**src/rtl/pbus_pkg.sv**
```systemverilog
package pbus_pkg;

   typedef enum logic [2:0] {
      PH_IDLE    = 3'd0,
      PH_SETUP   = 3'd1,
      PH_ACTIVE  = 3'd2,
      PH_HOLD    = 3'd3,
      PH_RECOVER = 3'd4
   } phase_t;

   function automatic int max_i(input int a, input int b);
      return (a > b) ? a : b;
   endfunction

   // picoseconds to host cycles, rounded up, never below one cycle
   function automatic int cyc_of(input int ps, input int clk_ps);
      int c;
      c = (ps + clk_ps - 1) / clk_ps;
      return (c < 1) ? 1 : c;
   endfunction

endpackage

```
**src/rtl/pbus_gap_track.sv**
```systemverilog
module pbus_gap_track
   import pbus_pkg::*;
#(
   parameter int FAST_CYC = 4,
   parameter int SLOW_CYC = 23
) (
   input  logic clk,
   input  logic rst_n,
   input  logic strobe_act,
   input  logic cur_rd,
   output logic gap_ok
);

   localparam int GW = $clog2(SLOW_CYC + 1);

   logic [GW-1:0] gap_q;
   logic          last_rd_q;
   logic [GW:0]   gap_nx;
   logic [GW:0]   need_w;

   // inactive cycles since the last pulse, saturating at the long gap
   always_ff @(posedge clk) begin
      if (!rst_n) begin
         gap_q     <= GW'(SLOW_CYC);
         last_rd_q <= 1'b0;
      end else if (strobe_act) begin
         gap_q     <= '0;
         last_rd_q <= cur_rd;
      end else if (gap_q != GW'(SLOW_CYC)) begin
         gap_q <= gap_q + 1'b1;
      end
   end

   // a read on either side of the gap asks for the long recovery
   assign need_w = (cur_rd || last_rd_q) ? (GW+1)'(SLOW_CYC) : (GW+1)'(FAST_CYC);
   assign gap_nx = {1'b0, gap_q} + (GW+1)'(1);
   assign gap_ok = (gap_nx >= need_w);

   AST_GAP_MET: assert property (@(posedge clk) disable iff (!rst_n)
      (strobe_act && !$past(strobe_act)) |-> ($past(gap_nx) >= $past(need_w)));

   AST_GAP_SHORT: assert property (@(posedge clk) disable iff (!rst_n)
      (strobe_act && !$past(strobe_act)) |-> ($past(gap_nx) >= (GW+1)'(FAST_CYC)));

endmodule

```
**src/rtl/pbus_phase_ctrl.sv**
```systemverilog
module pbus_phase_ctrl
   import pbus_pkg::*;
#(
   parameter int SU_CYC = 1,
   parameter int HD_CYC = 1,
   parameter int WR_CYC = 4,
   parameter int RD_CYC = 9,
   parameter int SLOW_CYC = 23
) (
   input  logic   clk,
   input  logic   rst_n,
   input  logic   req_valid,
   input  logic   req_rd,
   input  logic   gap_ok,
   output phase_t phase,
   output logic   op_rd,
   output logic   take,
   output logic   last_act,
   output logic   ack
);

   localparam int TOP = max_i(max_i(max_i(SU_CYC, HD_CYC), max_i(WR_CYC, RD_CYC)), SLOW_CYC);
   localparam int CW  = $clog2(TOP + 1);

   phase_t        phase_q, nxt;
   logic [CW-1:0] cnt;
   logic [CW:0]   cnt_nx;
   logic [CW-1:0] len_m1;
   logic          op_rd_q;

   assign cnt_nx = {1'b0, cnt} + (CW+1)'(1);
   assign len_m1 = op_rd_q ? CW'(RD_CYC - 1) : CW'(WR_CYC - 1);

   always_comb begin
      nxt      = phase_q;
      take     = 1'b0;
      last_act = 1'b0;
      ack      = 1'b0;
      unique case (phase_q)
         PH_IDLE: begin
            if (req_valid) begin
               nxt  = PH_SETUP;
               take = 1'b1;
            end
         end
         PH_SETUP: begin
            if ((cnt_nx >= (CW+1)'(SU_CYC)) && gap_ok) nxt = PH_ACTIVE;
         end
         PH_ACTIVE: begin
            if (cnt == len_m1) begin
               nxt      = PH_HOLD;
               last_act = 1'b1;
            end
         end
         PH_HOLD: begin
            if (cnt == CW'(HD_CYC - 1)) nxt = PH_RECOVER;
         end
         PH_RECOVER: begin
            if (gap_ok) begin
               nxt = PH_IDLE;
               ack = 1'b1;
            end
         end
         default: nxt = PH_IDLE;
      endcase
   end

   always_ff @(posedge clk) begin
      if (!rst_n) begin
         phase_q <= PH_IDLE;
         cnt     <= '0;
         op_rd_q <= 1'b0;
      end else begin
         phase_q <= nxt;
         if (nxt != phase_q)      cnt <= '0;
         else if (cnt != CW'(TOP)) cnt <= cnt + 1'b1;
         if (take) op_rd_q <= req_rd;
      end
   end

   assign phase = phase_q;
   assign op_rd = op_rd_q;

   AST_ACK_SINGLE: assert property (@(posedge clk) disable iff (!rst_n)
      ack |=> !ack);

   AST_ACK_IDLE: assert property (@(posedge clk) disable iff (!rst_n)
      ack |=> (phase == PH_IDLE));

   AST_BUSY_KEEPS_OP: assert property (@(posedge clk) disable iff (!rst_n)
      ((phase != PH_IDLE) && (nxt != PH_IDLE)) |=> $stable(op_rd));

endmodule

```
**src/rtl/pbus_pin_drive.sv**
```systemverilog
module pbus_pin_drive
   import pbus_pkg::*;
#(
   parameter int DW           = 8,
   parameter bit STROBE_ON_CS = 1'b0
) (
   input  logic          clk,
   input  logic          rst_n,
   input  phase_t        phase,
   input  logic          op_rd,
   input  logic          take,
   input  logic          last_act,
   input  logic          req_dc,
   input  logic [DW-1:0] req_wdata,
   input  logic [DW-1:0] bus_d_i,
   output logic          bus_a0,
   output logic          bus_rw,
   output logic          bus_e,
   output logic          bus_cs_n,
   output logic [DW-1:0] bus_d_o,
   output logic          bus_d_oe,
   output logic [DW-1:0] rsp_rdata
);

   logic          a0_q;
   logic [DW-1:0] wd_q;
   logic [DW-1:0] rd_q;
   logic          framed;
   logic          strobe;
   logic          pulse;

   always_ff @(posedge clk) begin
      if (!rst_n) begin
         a0_q <= 1'b0;
         wd_q <= '0;
         rd_q <= '0;
      end else begin
         if (take) begin
            a0_q <= req_dc;
            wd_q <= req_wdata;
         end
         if (last_act && op_rd) rd_q <= bus_d_i;
      end
   end

   assign framed    = (phase == PH_SETUP) || (phase == PH_ACTIVE) || (phase == PH_HOLD);
   assign strobe    = (phase == PH_ACTIVE);
   assign bus_a0    = a0_q;
   assign bus_rw    = framed ? op_rd : 1'b1;
   assign bus_d_oe  = framed && !op_rd;
   assign bus_d_o   = wd_q;
   assign rsp_rdata = rd_q;

   generate
      if (STROBE_ON_CS) begin : g_cs_strobe
         assign bus_e    = 1'b1;
         assign bus_cs_n = !strobe;
         assign pulse    = !bus_cs_n;
      end else begin : g_e_strobe
         assign bus_e    = strobe;
         assign bus_cs_n = !framed;
         assign pulse    = bus_e;

         AST_E_INSIDE_CS: assert property (@(posedge clk) disable iff (!rst_n)
            bus_e |-> (!bus_cs_n && !$past(bus_cs_n)));
      end
   endgenerate

   AST_NO_CONTENTION: assert property (@(posedge clk) disable iff (!rst_n)
      (pulse && bus_rw) |-> (!bus_d_oe && !$past(bus_d_oe)));

   AST_SETUP_STABLE: assert property (@(posedge clk) disable iff (!rst_n)
      $rose(pulse) |-> ($stable(bus_a0) && $stable(bus_rw) && $stable(bus_d_oe) && $stable(bus_d_o)));

   AST_HOLD_STABLE: assert property (@(posedge clk) disable iff (!rst_n)
      $fell(pulse) |-> ($stable(bus_a0) && $stable(bus_rw) && $stable(bus_d_oe)));

   AST_RDATA_KEPT: assert property (@(posedge clk) disable iff (!rst_n)
      !pulse |=> $stable(rsp_rdata));

endmodule

```
**src/rtl/pbus_host.sv**
```systemverilog
module pbus_host
   import pbus_pkg::*;
#(
   parameter int DW            = 8,
   parameter int HOST_CLK_PS   = 4000,
   parameter int CTRL_CLK_PS   = 10000,
   parameter bit STROBE_ON_CS  = 1'b0,
   parameter int WR_PULSE_PS   = 13000,
   parameter int RD_PULSE_PS   = 30000,
   parameter int RD_ACCESS_PS  = 32000,
   parameter int GAP_WW_PS     = 13000,
   parameter int GAP_RD_PS     = 80000,
   parameter int ADDR_SETUP_PS = 2000,
   parameter int ADDR_HOLD_PS  = 2000,
   parameter int DATA_SETUP_PS = 4000,
   parameter int DATA_HOLD_PS  = 1000
) (
   input  logic          clk,
   input  logic          rst_n,
   input  logic          req_valid,
   input  logic          req_rd,
   input  logic          req_dc,
   input  logic [DW-1:0] req_wdata,
   output logic          req_ack,
   output logic [DW-1:0] rsp_rdata,
   output logic          bus_a0,
   output logic          bus_rw,
   output logic          bus_e,
   output logic          bus_cs_n,
   output logic [DW-1:0] bus_d_o,
   output logic          bus_d_oe,
   input  logic [DW-1:0] bus_d_i
);

   localparam int CTRL_1P5_PS = (3 * CTRL_CLK_PS + 1) / 2;
   localparam int CTRL_3P5_PS = (7 * CTRL_CLK_PS + 1) / 2;
   localparam int WR_CYC   = cyc_of(max_i(CTRL_1P5_PS, WR_PULSE_PS), HOST_CLK_PS);
   localparam int RD_CYC   = cyc_of(max_i(max_i(CTRL_3P5_PS, RD_PULSE_PS), RD_ACCESS_PS), HOST_CLK_PS);
   localparam int FAST_CYC = cyc_of(max_i(CTRL_1P5_PS, GAP_WW_PS), HOST_CLK_PS);
   localparam int SLOW_CYC = max_i(FAST_CYC, cyc_of(max_i(9 * CTRL_CLK_PS, GAP_RD_PS), HOST_CLK_PS));
   localparam int SU_CYC   = cyc_of(max_i(ADDR_SETUP_PS, DATA_SETUP_PS), HOST_CLK_PS);
   localparam int HD_CYC   = cyc_of(max_i(ADDR_HOLD_PS, DATA_HOLD_PS), HOST_CLK_PS);

   initial begin
      assert (DW >= 1) else $error("pbus_host: DW must be at least 1");
      assert (HOST_CLK_PS > 0 && CTRL_CLK_PS > 0) else $error("pbus_host: clock periods must be positive");
      assert (RD_CYC * HOST_CLK_PS >= RD_ACCESS_PS) else $error("pbus_host: read pulse shorter than access time");
      assert (SLOW_CYC >= FAST_CYC) else $error("pbus_host: long gap below short gap");
   end

   phase_t phase;
   logic   op_rd;
   logic   take;
   logic   last_act;
   logic   gap_ok;

   pbus_phase_ctrl #(
      .SU_CYC   (SU_CYC),
      .HD_CYC   (HD_CYC),
      .WR_CYC   (WR_CYC),
      .RD_CYC   (RD_CYC),
      .SLOW_CYC (SLOW_CYC)
   ) u_ctrl (
      .clk       (clk),
      .rst_n     (rst_n),
      .req_valid (req_valid),
      .req_rd    (req_rd),
      .gap_ok    (gap_ok),
      .phase     (phase),
      .op_rd     (op_rd),
      .take      (take),
      .last_act  (last_act),
      .ack       (req_ack)
   );

   pbus_gap_track #(
      .FAST_CYC (FAST_CYC),
      .SLOW_CYC (SLOW_CYC)
   ) u_gap (
      .clk        (clk),
      .rst_n      (rst_n),
      .strobe_act (phase == PH_ACTIVE),
      .cur_rd     (op_rd),
      .gap_ok     (gap_ok)
   );

   pbus_pin_drive #(
      .DW           (DW),
      .STROBE_ON_CS (STROBE_ON_CS)
   ) u_pins (
      .clk       (clk),
      .rst_n     (rst_n),
      .phase     (phase),
      .op_rd     (op_rd),
      .take      (take),
      .last_act  (last_act),
      .req_dc    (req_dc),
      .req_wdata (req_wdata),
      .bus_d_i   (bus_d_i),
      .bus_a0    (bus_a0),
      .bus_rw    (bus_rw),
      .bus_e     (bus_e),
      .bus_cs_n  (bus_cs_n),
      .bus_d_o   (bus_d_o),
      .bus_d_oe  (bus_d_oe),
      .rsp_rdata (rsp_rdata)
   );

endmodule

```
**config.mk**
```make
export PLATFORM = sky130hd
export DESIGN_NAME = pbus_host
export DESIGN_NICKNAME = d
export VERILOG_FILES = /design/src/rtl/pbus_pkg.sv /design/src/rtl/pbus_gap_track.sv /design/src/rtl/pbus_phase_ctrl.sv /design/src/rtl/pbus_pin_drive.sv /design/src/rtl/pbus_host.sv
export SDC_FILE = /design/constraint.sdc
export NUM_CORES = 1
export LEC_CHECK = 0
export CORE_UTILIZATION = 45
export CTS_BUF_LIST = sky130_fd_sc_hd__clkbuf_4
export CTS_CLUSTER_DIAMETER = 80
export DETAILED_ROUTE_END_ITERATION = 16
export PLACE_DENSITY = 0.82
export SETUP_SLACK_MARGIN = 0.05
export SLEW_MARGIN = 0
export SYNTH_ARGS = -nofsm -noshare
export SYNTH_HDL_FRONTEND = slang
export SYNTH_SLANG_ARGS = --single-unit
export TNS_END_PERCENT = 50
```
**constraint.sdc**
```tcl
create_clock -name clk -period 3.3 [get_ports clk]
set_clock_uncertainty 0.05 [all_clocks]
set_input_delay 0.66 -clock clk [delete_from_list [all_inputs] [get_ports clk]]
set_output_delay 0.66 -clock clk [all_outputs]
set_load 0.02 [all_outputs]
```
; ---- Yosys cells after proc, flatten, opt, wreduce, memory -nomap -nowiden
; Cells that the tools add are included.
[classes]
add_sub_neg = 4
magnitude_cmp = 2
n_eq_ne = 8
mux = 17
bitwise_logic = 1
n_reduce_logical = 13
[op_table]
columns = operator, count
row1 = two-way mux 3 bit, 5
row2 = two-way mux 5 bit, 3
row3 = one-hot mux 3 bit (5 select lines), 1
row4 = "adder 5 x 1 -> 6 bit, second input constant", 2
row5 = "adder 5 x 1 -> 5 bit, second input constant", 2
row6 = "!= test 5 bit, second input constant", 2
row7 = two-way mux 1 bit, 7
row8 = "equality test 3 x 2 -> 1 bit, second input constant", 2
row9 = "greater-or-equal comparator 6 x 1 -> 1 bit, second input constant", 1
row10 = greater-or-equal comparator 6 bit, 1
row11 = equality test 5 bit, 1
row12 = logical NOT 5 bit, 1
row13 = two-way mux 4 bit, 1
row14 = OR reduction 2 bit, 2
row15 = "equality test 3 x 1 -> 1 bit, second input constant", 1
row16 = "equality test 3 bit, second input constant", 1
row17 = logical AND 1 bit, 3
row18 = logical NOT 3 bit, 1
row19 = logical OR 1 bit, 3
row20 = != test 3 bit, 1
row21 = logical NOT 1 bit, 2
row22 = nonzero test 2 bit, 1
row23 = NOT 1 bit, 1
[word_totals]
ff_bits = 32

; ---- Longest topological paths before layout
; Gate-level depths: netlist (run 1).
[depth]
depth_word = 8
depth_mapped = 10
mapped_depth_nobuf = 10

; ---- Hierarchy
; From an unflattened synthesis (run 1), not the netlist that was laid out.
[hier_totals]
hier_cells = 192
hier_area_um2 = 1747.9
[modules_own_cells]
columns = module, instances, cells_each, area_per_inst_um2
row1 = pbus_pin_drive, 1, 71, 720.7
row2 = pbus_phase_ctrl, 1, 84, 663.1
row3 = pbus_gap_track, 1, 36, 351.6
row4 = pbus_host, 1, 1, 12.5

; ---- Least setup slack after synthesis (run 1)
; Ideal clock, no wire load.
[synth_timing]
path_kind = register to output
start = reg u_gap.gap_q[0]
end = out req_ack
arrival_ns = 1.901
required_time_ns = 2.590
path_slack_ns = 0.689
stages_incl_launch_ff = 9
path_buffers = 0
cell_sequence = dfxtp_1 ha_1 nand3_1 xnor2_1 ha_1 nand2_1 mux2_4 o211ai_2 nor2b_1
[synth_via]
elab_chain_cells = 4
[synth_rtl]
columns = item, line
row1 = from (decl), pbus_gap_track.sv:16  ; logic [GW-1:0] gap_q;
row2 = from (signal assigned), pbus_gap_track.sv:24  ; gap_q <= GW'(SLOW_CYC);
row3 = from (signal assigned), pbus_gap_track.sv:30  ; gap_q <= gap_q + 1'b1;
row4 = adder 5 x 1 -> 6 bit, pbus_gap_track.sv:36  ; assign gap_nx = {1'b0, gap_q} + (GW+1)'(1);
row5 = greater-or-equal comparator 6 bit, pbus_gap_track.sv:37  ; assign gap_ok = (gap_nx >= need_w);
row6 = two-way mux 1 bit, pbus_phase_ctrl.sv:59  ; if (gap_ok) begin
row7 = two-way mux 1 bit, pbus_phase_ctrl.sv:39  ; unique case (phase_q)
row8 = to (decl), pbus_host.sv:24  ; output logic req_ack,
; No other way between the ends.

; ---- Worst setup path in the final report (run 1)
; Same ends and word-level chain as after synthesis.

==> flow_summary.yaml, run 1 <==
die:
  die_w_um: 62.2
  core_mm2: 0.00342
  die_area_mm2: 0.00387
  num_rows: 21
  start_util: 0.477
  io_pins: 43
  die_y_um: 62.2
sta:
  tightest_slew_ns: 0.452
  hold_viol: 0
  max_freq_ghz: 0.329
  fin_crit_ns: 3.04
  grt_setup_unrepaired: "false"
  tns_ns: 0
  timing.final.crit_share: 0.922
  slew_headroom: 0.698
  setup_viol: 0
  drv_slew: 0
synthesis:
  syn_inst: 182
  synth_edf_count: 0
  synth_flop_cell: "dfxtp_1"
  seq_area_frac_synth: 0.393
  synth_fp_nets: 210
  yosysUniqueCellTypes: 39
  yosys_warnings: 0
  synthArstFlopShare: 0
  syn-cell-area_mm2: 0.00163
  avgSynthCellArea_um2: 8.96
  ys_ff_latch: 32
cts:
  cts_buffers: 5
  path_clk_slew_ns: 0.10
  cts-root-buf: "clkbuf_4"
  post_cts_buffers: 0
  htree_levels: 2
  insertion_delay_ns: 0.34
  postCtsHoldBufs: 0
  cts.sinks: 32
  cts_tree: "yes"
  clockBufferDepth: 2
job:
  max_cap_violations: 0
power_and_ir_drop:
  leakage_nw: 0.870
  power.density_mw_per_mm2: 695
  power_mw: 1.51
  vdd_drop_max_mv: 0.363
critical_path:
  worstPathRequired_ns: 2.59
  cp_max_fo: 5
  worstSetupPathType: "reg2out"
  critPathLaunchType: "flip-flop"
  worst_ep_arrival_time_ns: 2.33
  worst_setup_path_end_kind: "output pin"
grt:
  grt_pass1_vias: 1326
  grt_max_degree: 26
  grt-ovfl-total: 0
  grt_pass1_wl_um: 5790
  grt_usage: 0.189
  antenna_found_initial: 0
finish:
  regArea_um2: 642
  area_growth_pct: 33.2
  n_antenna_cell: 0
  multi_input_area_um2: 940
  drive_above_1_share: 0.106
  fin_area_mm2: 0.00217
  nets: 253
  fill_cells: 301
drt:
  dr.pass1.iters: 4
  ant_nets: 0
  vias: 1361
  drc: 0
  post_drt_wl_per_cell_um: 11.9
  wl_um: 3230
  drt_iter0_drc: 78
  viasPerCell: 5.00
hold_path:
  hold_path.class: "reg2reg"
placement:
  hpwl_um: 2290
  placed_area_mm2: 0.00210
  portBuffers: 42
  gp_congestion: 0.793
outcome:
  status: "finished clean"
[cell usage in the layout, fill, tap and decap left out, types with 2 or more instances in the layout]
master / n
dfxtp_1: 31
nor2b_1: 12
ha_1: 7
a21oi_1: 6
nand3_1: 5
buf_4: 2
or2_2: 2
and2_1: 2
nor2_1: 11
nand2_1: 32
mux2i_1: 10
xor2_1: 2
clkbuf_4: 6
nand2b_1: 4
clkdlybuf4s50_1: 41
nor4bb_1: 2
xnor2_1: 4
inv_1: 6
a21boi_0: 10
o21ai_0: 7
[power breakdown]
part / internal (mW) / total (mW) / switching (mW)
clock: 0.167 / 0.304 / 0.137
combinational: 0.331 / 0.660 / 0.330
sequential: 0.454 / 0.546 / 0.0925
[cells by family (layout without fill, tap and decap cells)]
group	after synthesis	in the layout	share of synthesized area
xor gates and xnor gates	6	6	0.0322
buffers and inverters	14	58	0.0345
and+or+nand+nor	81	81	0.276
AOI/OAI and AO/OA	30	30	0.132
muxes	12	12	0.0790
adders and majority gates	7	7	0.0537
DFF	32	32	0.393
[registers in the layout (all words and copies together) (netlist names)]
signal / flops
u_pins.bus_d_o: 8
u_pins.rsp_rdata: 8
u_ctrl.cnt: 5
u_gap.gap_q: 5
u_ctrl.phase: 3
u_ctrl.op_rd: 1
u_gap.last_rd_q: 1
u_pins.bus_a0: 1
[critical path, stage by stage, from the launching register on]
cell and delay, ns:
dfxtp_2 0.38, ha_1 0.22, nand3_1 0.12, xnor2_1 0.16
ha_1 0.32, nand2_1 0.06, mux2_4 0.27, o211ai_2 0.11
nor2b_1 0.17, clkbuf_2 0.19
[per-layer routing]
| layer | part of all wire | GRT usage | wire, um |
|---|---|---|---|
| met4 | 0.017 | 0.0785 | 54 |
| met1 | 0.49 | 0.220 | 1580 |
| met3 | 0.070 | 0.0735 | 227 |
| met2 | 0.42 | 0.309 | 1370 |
| met5 | 0 | 0 | 0 |
[layout make-up]
| type | count | area share |
|---|---|---|
| sequential | 32 | 0.296 |
| clock buffer | 6 | 0.0207 |
| timing repair buffer | 44 | 0.198 |
| tap | 46 | 0.0265 |
| multi-input combinational | 136 | 0.433 |
| inverter | 6 | 0.0104 |
| clock inverter | 2 | 0.0161 |
[what timing repair did]
| action | CTS | global route |
|---|---|---|
| endpoints found under the setup margin | 1 | 1 |
| pin swaps | 0 | 0 |
| resized for setup | 2 | 2 |
[metrics by stage]
step	util	worst slack (ns)	hold WS, ns	cells
4_1_cts	0.637	0.0572	0.422	272
3_3_place_gp	0.614	0.204	0.400	264
3_5_place_dp	0.614	0.163	0.408	264
2_1_floorplan	-	0.689	0.424	182
5_1_grt	0.636	0.107	0.456	272
6_report	0.636	0.257	0.415	272
[path summary, 6_finish.rpt]
kind	slack (ns)	start	cells past startpoint	endpoint
worst min-delay path	0.42	u_pins.bus_d_o[1]	2	u_pins.bus_d_o[1]
worst max register to register	0.72	u_gap.gap_q[0]	10	u_ctrl.cnt[0]
worst max-delay path	0.26	u_gap.gap_q[0]	9	req_ack
worst min register to register	0.42	u_pins.bus_d_o[1]	2	u_pins.bus_d_o[1]
[cell usage after synthesis (2+ instances only)]
library cell / instances / share of area
o21ai_0: 7 / 0.021
dfxtp_1: 32 / 0.39
a21boi_0: 10 / 0.046
clkbuf_1: 5 / 0.012
nand2_1: 32 / 0.074
nor4b_1: 2 / 0.011
and2_1: 2 / 0.0077
buf_2: 2 / 0.0061
mux2i_1: 10 / 0.061
ha_1: 7 / 0.054
xor2_1: 2 / 0.011
nor2_1: 11 / 0.025
nor4bb_1: 2 / 0.012
or2_2: 2 / 0.0077
nand2b_1: 4 / 0.015
a21oi_1: 6 / 0.018
nand3_1: 5 / 0.015
xnor2_1: 4 / 0.021
nor2b_1: 12 / 0.046
inv_1: 6 / 0.014
Power figures use the tool's default switching activity.
==> inputs of run 2 (changes only) <==
CELL_PAD_IN_SITES_DETAIL_PLACEMENT = 2   (was default)
CELL_PAD_IN_SITES_GLOBAL_PLACEMENT = 2   (was default)
CORE_UTILIZATION = 29   (was 45)
PLACE_DENSITY = 0.88   (was 0.82)
==> run 2 against run 1 <==
Non-clock buffer count rose by 1. Hold slack improved by 0.012 ns. Clock power barely moved. Sequential power rose by 1%. Highest routed layer unchanged. Routed wire length rose by 36%. Flip-flop and latch count did not move. Critical path type unchanged.
==> flow_summary.yaml, run 2 (synthesis results as in run 1) <==
cts:
  cts_tree: "yes"
  post_cts_buffers: 0
  htree_levels: 2
  cts.sinks: 32
  path_clk_slew_ns: 0.09
  cts_buffers: 5
  cts-root-buf: "clkbuf_4"
  postCtsHoldBufs: 0
  clockBufferDepth: 2
  insertion_delay_ns: 0.33
die:
  die_y_um: 77.0
  num_rows: 26
  start_util: 0.309
  io_pins: 43
  die_w_um: 77.0
  core_mm2: 0.00527
  die_area_mm2: 0.00593
hold_path:
  min_to: "u_pins.bus_d_o[1]"
  hold_path.class: "reg2reg"
  hp-start: "u_pins.bus_d_o[1]"
  worstHoldPathCells: 2
sta:
  grt_setup_unrepaired: "false"
  fin_crit_ns: 3.02
  tns_ns: 0
  hold_viol: 0
  drv_slew: 0
  tightest_slew_ns: 0.617
  slew_headroom: 0.588
  max_freq_ghz: 0.331
  setup_viol: 0
  timing.final.crit_share: 0.916
power_and_ir_drop:
  leakage_nw: 0.876
  vdd_drop_max_mv: 0.304
  pwr-share-comb: 0.449
  internal_power_uw: 965
  power.density_mw_per_mm2: 699
  swShare: 0.378
  power_switching_uw: 587
  p_seq_frac: 0.356
  p_clk_frac: 0.195
critical_path:
  r2r_start: "u_gap.gap_q[0]"
  startpoint: "u_gap.gap_q[0]"
  worstPathRequired_ns: 2.59
  regToRegEndpoint: "u_ctrl.cnt[4]"
  rrSetupSlack_ns: 0.70
  worstRegToRegCells: 10
  worst_ep_arrival_time_ns: 2.31
  worstSetupPathType: "reg2out"
  critPathLaunchType: "flip-flop"
  cp_max_fo: 5
  worst_setup_path_end_kind: "output pin"
finish:
  final_cell_mix: "clkdlybuf4s50_1, nand2_1, dfxtp_1"
  n_antenna_cell: 0
  area_growth_pct: 36.1
  final_common_cell: "clkdlybuf4s50_1"
  final_util: 0.421
  drive_above_1_share: 0.123
  nets: 254
placement:
  gp_congestion: 0.753
  portBuffers: 42
  hpwl_um: 3400
grt:
  use_met2: 0.282
  gr-usage-met3: 0.0369
  grt_pass1_wl_um: 7490
  grt-ovfl-total: 0
  grt_pass1_vias: 1546
  grt.met1_usage: 0.190
  top_usage_layer: "met2"
  grt_usage: 0.162
  antenna_found_initial: 0
  grt_max_degree: 21
drt:
  drc: 0
  vias: 1435
  dr.pass1.iters: 4
  viasPerCell: 4.83
  drt_iter0_drc: 24
  ant_nets: 0
  post_drt_wl_per_cell_um: 14.8
  wl_um: 4400
job:
  max_cap_violations: 0
outcome:
  status: "finished clean"
[run 2: changes by cell type in the layout (fill, tap and decap cells not counted), sizes merged]
| cell | before | now |
|---|---|---|
| buf | 2 | 4 |
| clkbuf | 7 | 6 |
[run 2: layer usage]
layer	share of wire	vias up
met5	0	-
met1	0.45	691
met2	0.49	30
li1	-	707
met3	0.036	7
met4	0.018	0
[run 2: power groups by stage]
stage          clock (mW)  sequential (mW)  combinational (mW)
4_1_cts             0.320            0.547               0.704
6_report            0.303            0.552               0.696
3_3_place_gp            0            0.552               0.667
3_5_place_dp            0            0.556               0.701
5_1_grt             0.337            0.565               0.778
2_1_floorplan           0            0.533               0.481
[run 2: repair_timing]
action | in CTS | in global routing
gates resized for setup | 3 | 6
pin swaps | 0 | 1
endpoints found under the setup margin | 1 | 1
[run 2: final cells by class]
class                           instances  area (um^2)
Tap cell                               70         87.6
Inverter                                6         22.5
Multi-Input combinational cell        136          945
Clock buffer                            6         45.0
Sequential cell                        32          646
Timing Repair Buffer                   45          438
Clock inverter                          2         35.0
Fill cell                             591         3050
[run 2: worst max-delay path, cell delays in order, from the launching register on]
cell and delay (ns):
dfxtp_4 0.38, ha_2 0.21, nand3_1 0.10, xnor2_1 0.15, ha_1 0.32, nand2_1 0.06
mux2_4 0.27, o211ai_2 0.13, nor2b_2 0.21, buf_2 0.17
[run 2: how the worst max path moves through the flow]
stage	end	slack [ns]	cells after the start
after global placement	req_ack	0.23	9
after detailed placement	req_ack	0.13	9
after CTS	req_ack	0.08	9
after floorplan	req_ack	0.69	8
final	req_ack	0.28	9
after global routing	req_ack	0.14	9
[run 2: per-stage QoR]
| stage | power, mW | hold slack [ns] | area [um^2] | std cells | setup WS (ns) |
|---|---|---|---|---|---|
| 2_1_floorplan | 1.01 | 0.424 | 1630 | 182 | 0.689 |
| 3_3_place_gp | 1.22 | 0.406 | 2130 | 289 | 0.225 |
| 3_5_place_dp | 1.26 | 0.416 | 2130 | 289 | 0.130 |
| 4_1_cts | 1.57 | 0.431 | 2210 | 297 | 0.0845 |
| 5_1_grt | 1.68 | 0.456 | 2220 | 297 | 0.139 |
| 6_report | 1.55 | 0.427 | 2220 | 297 | 0.278 |
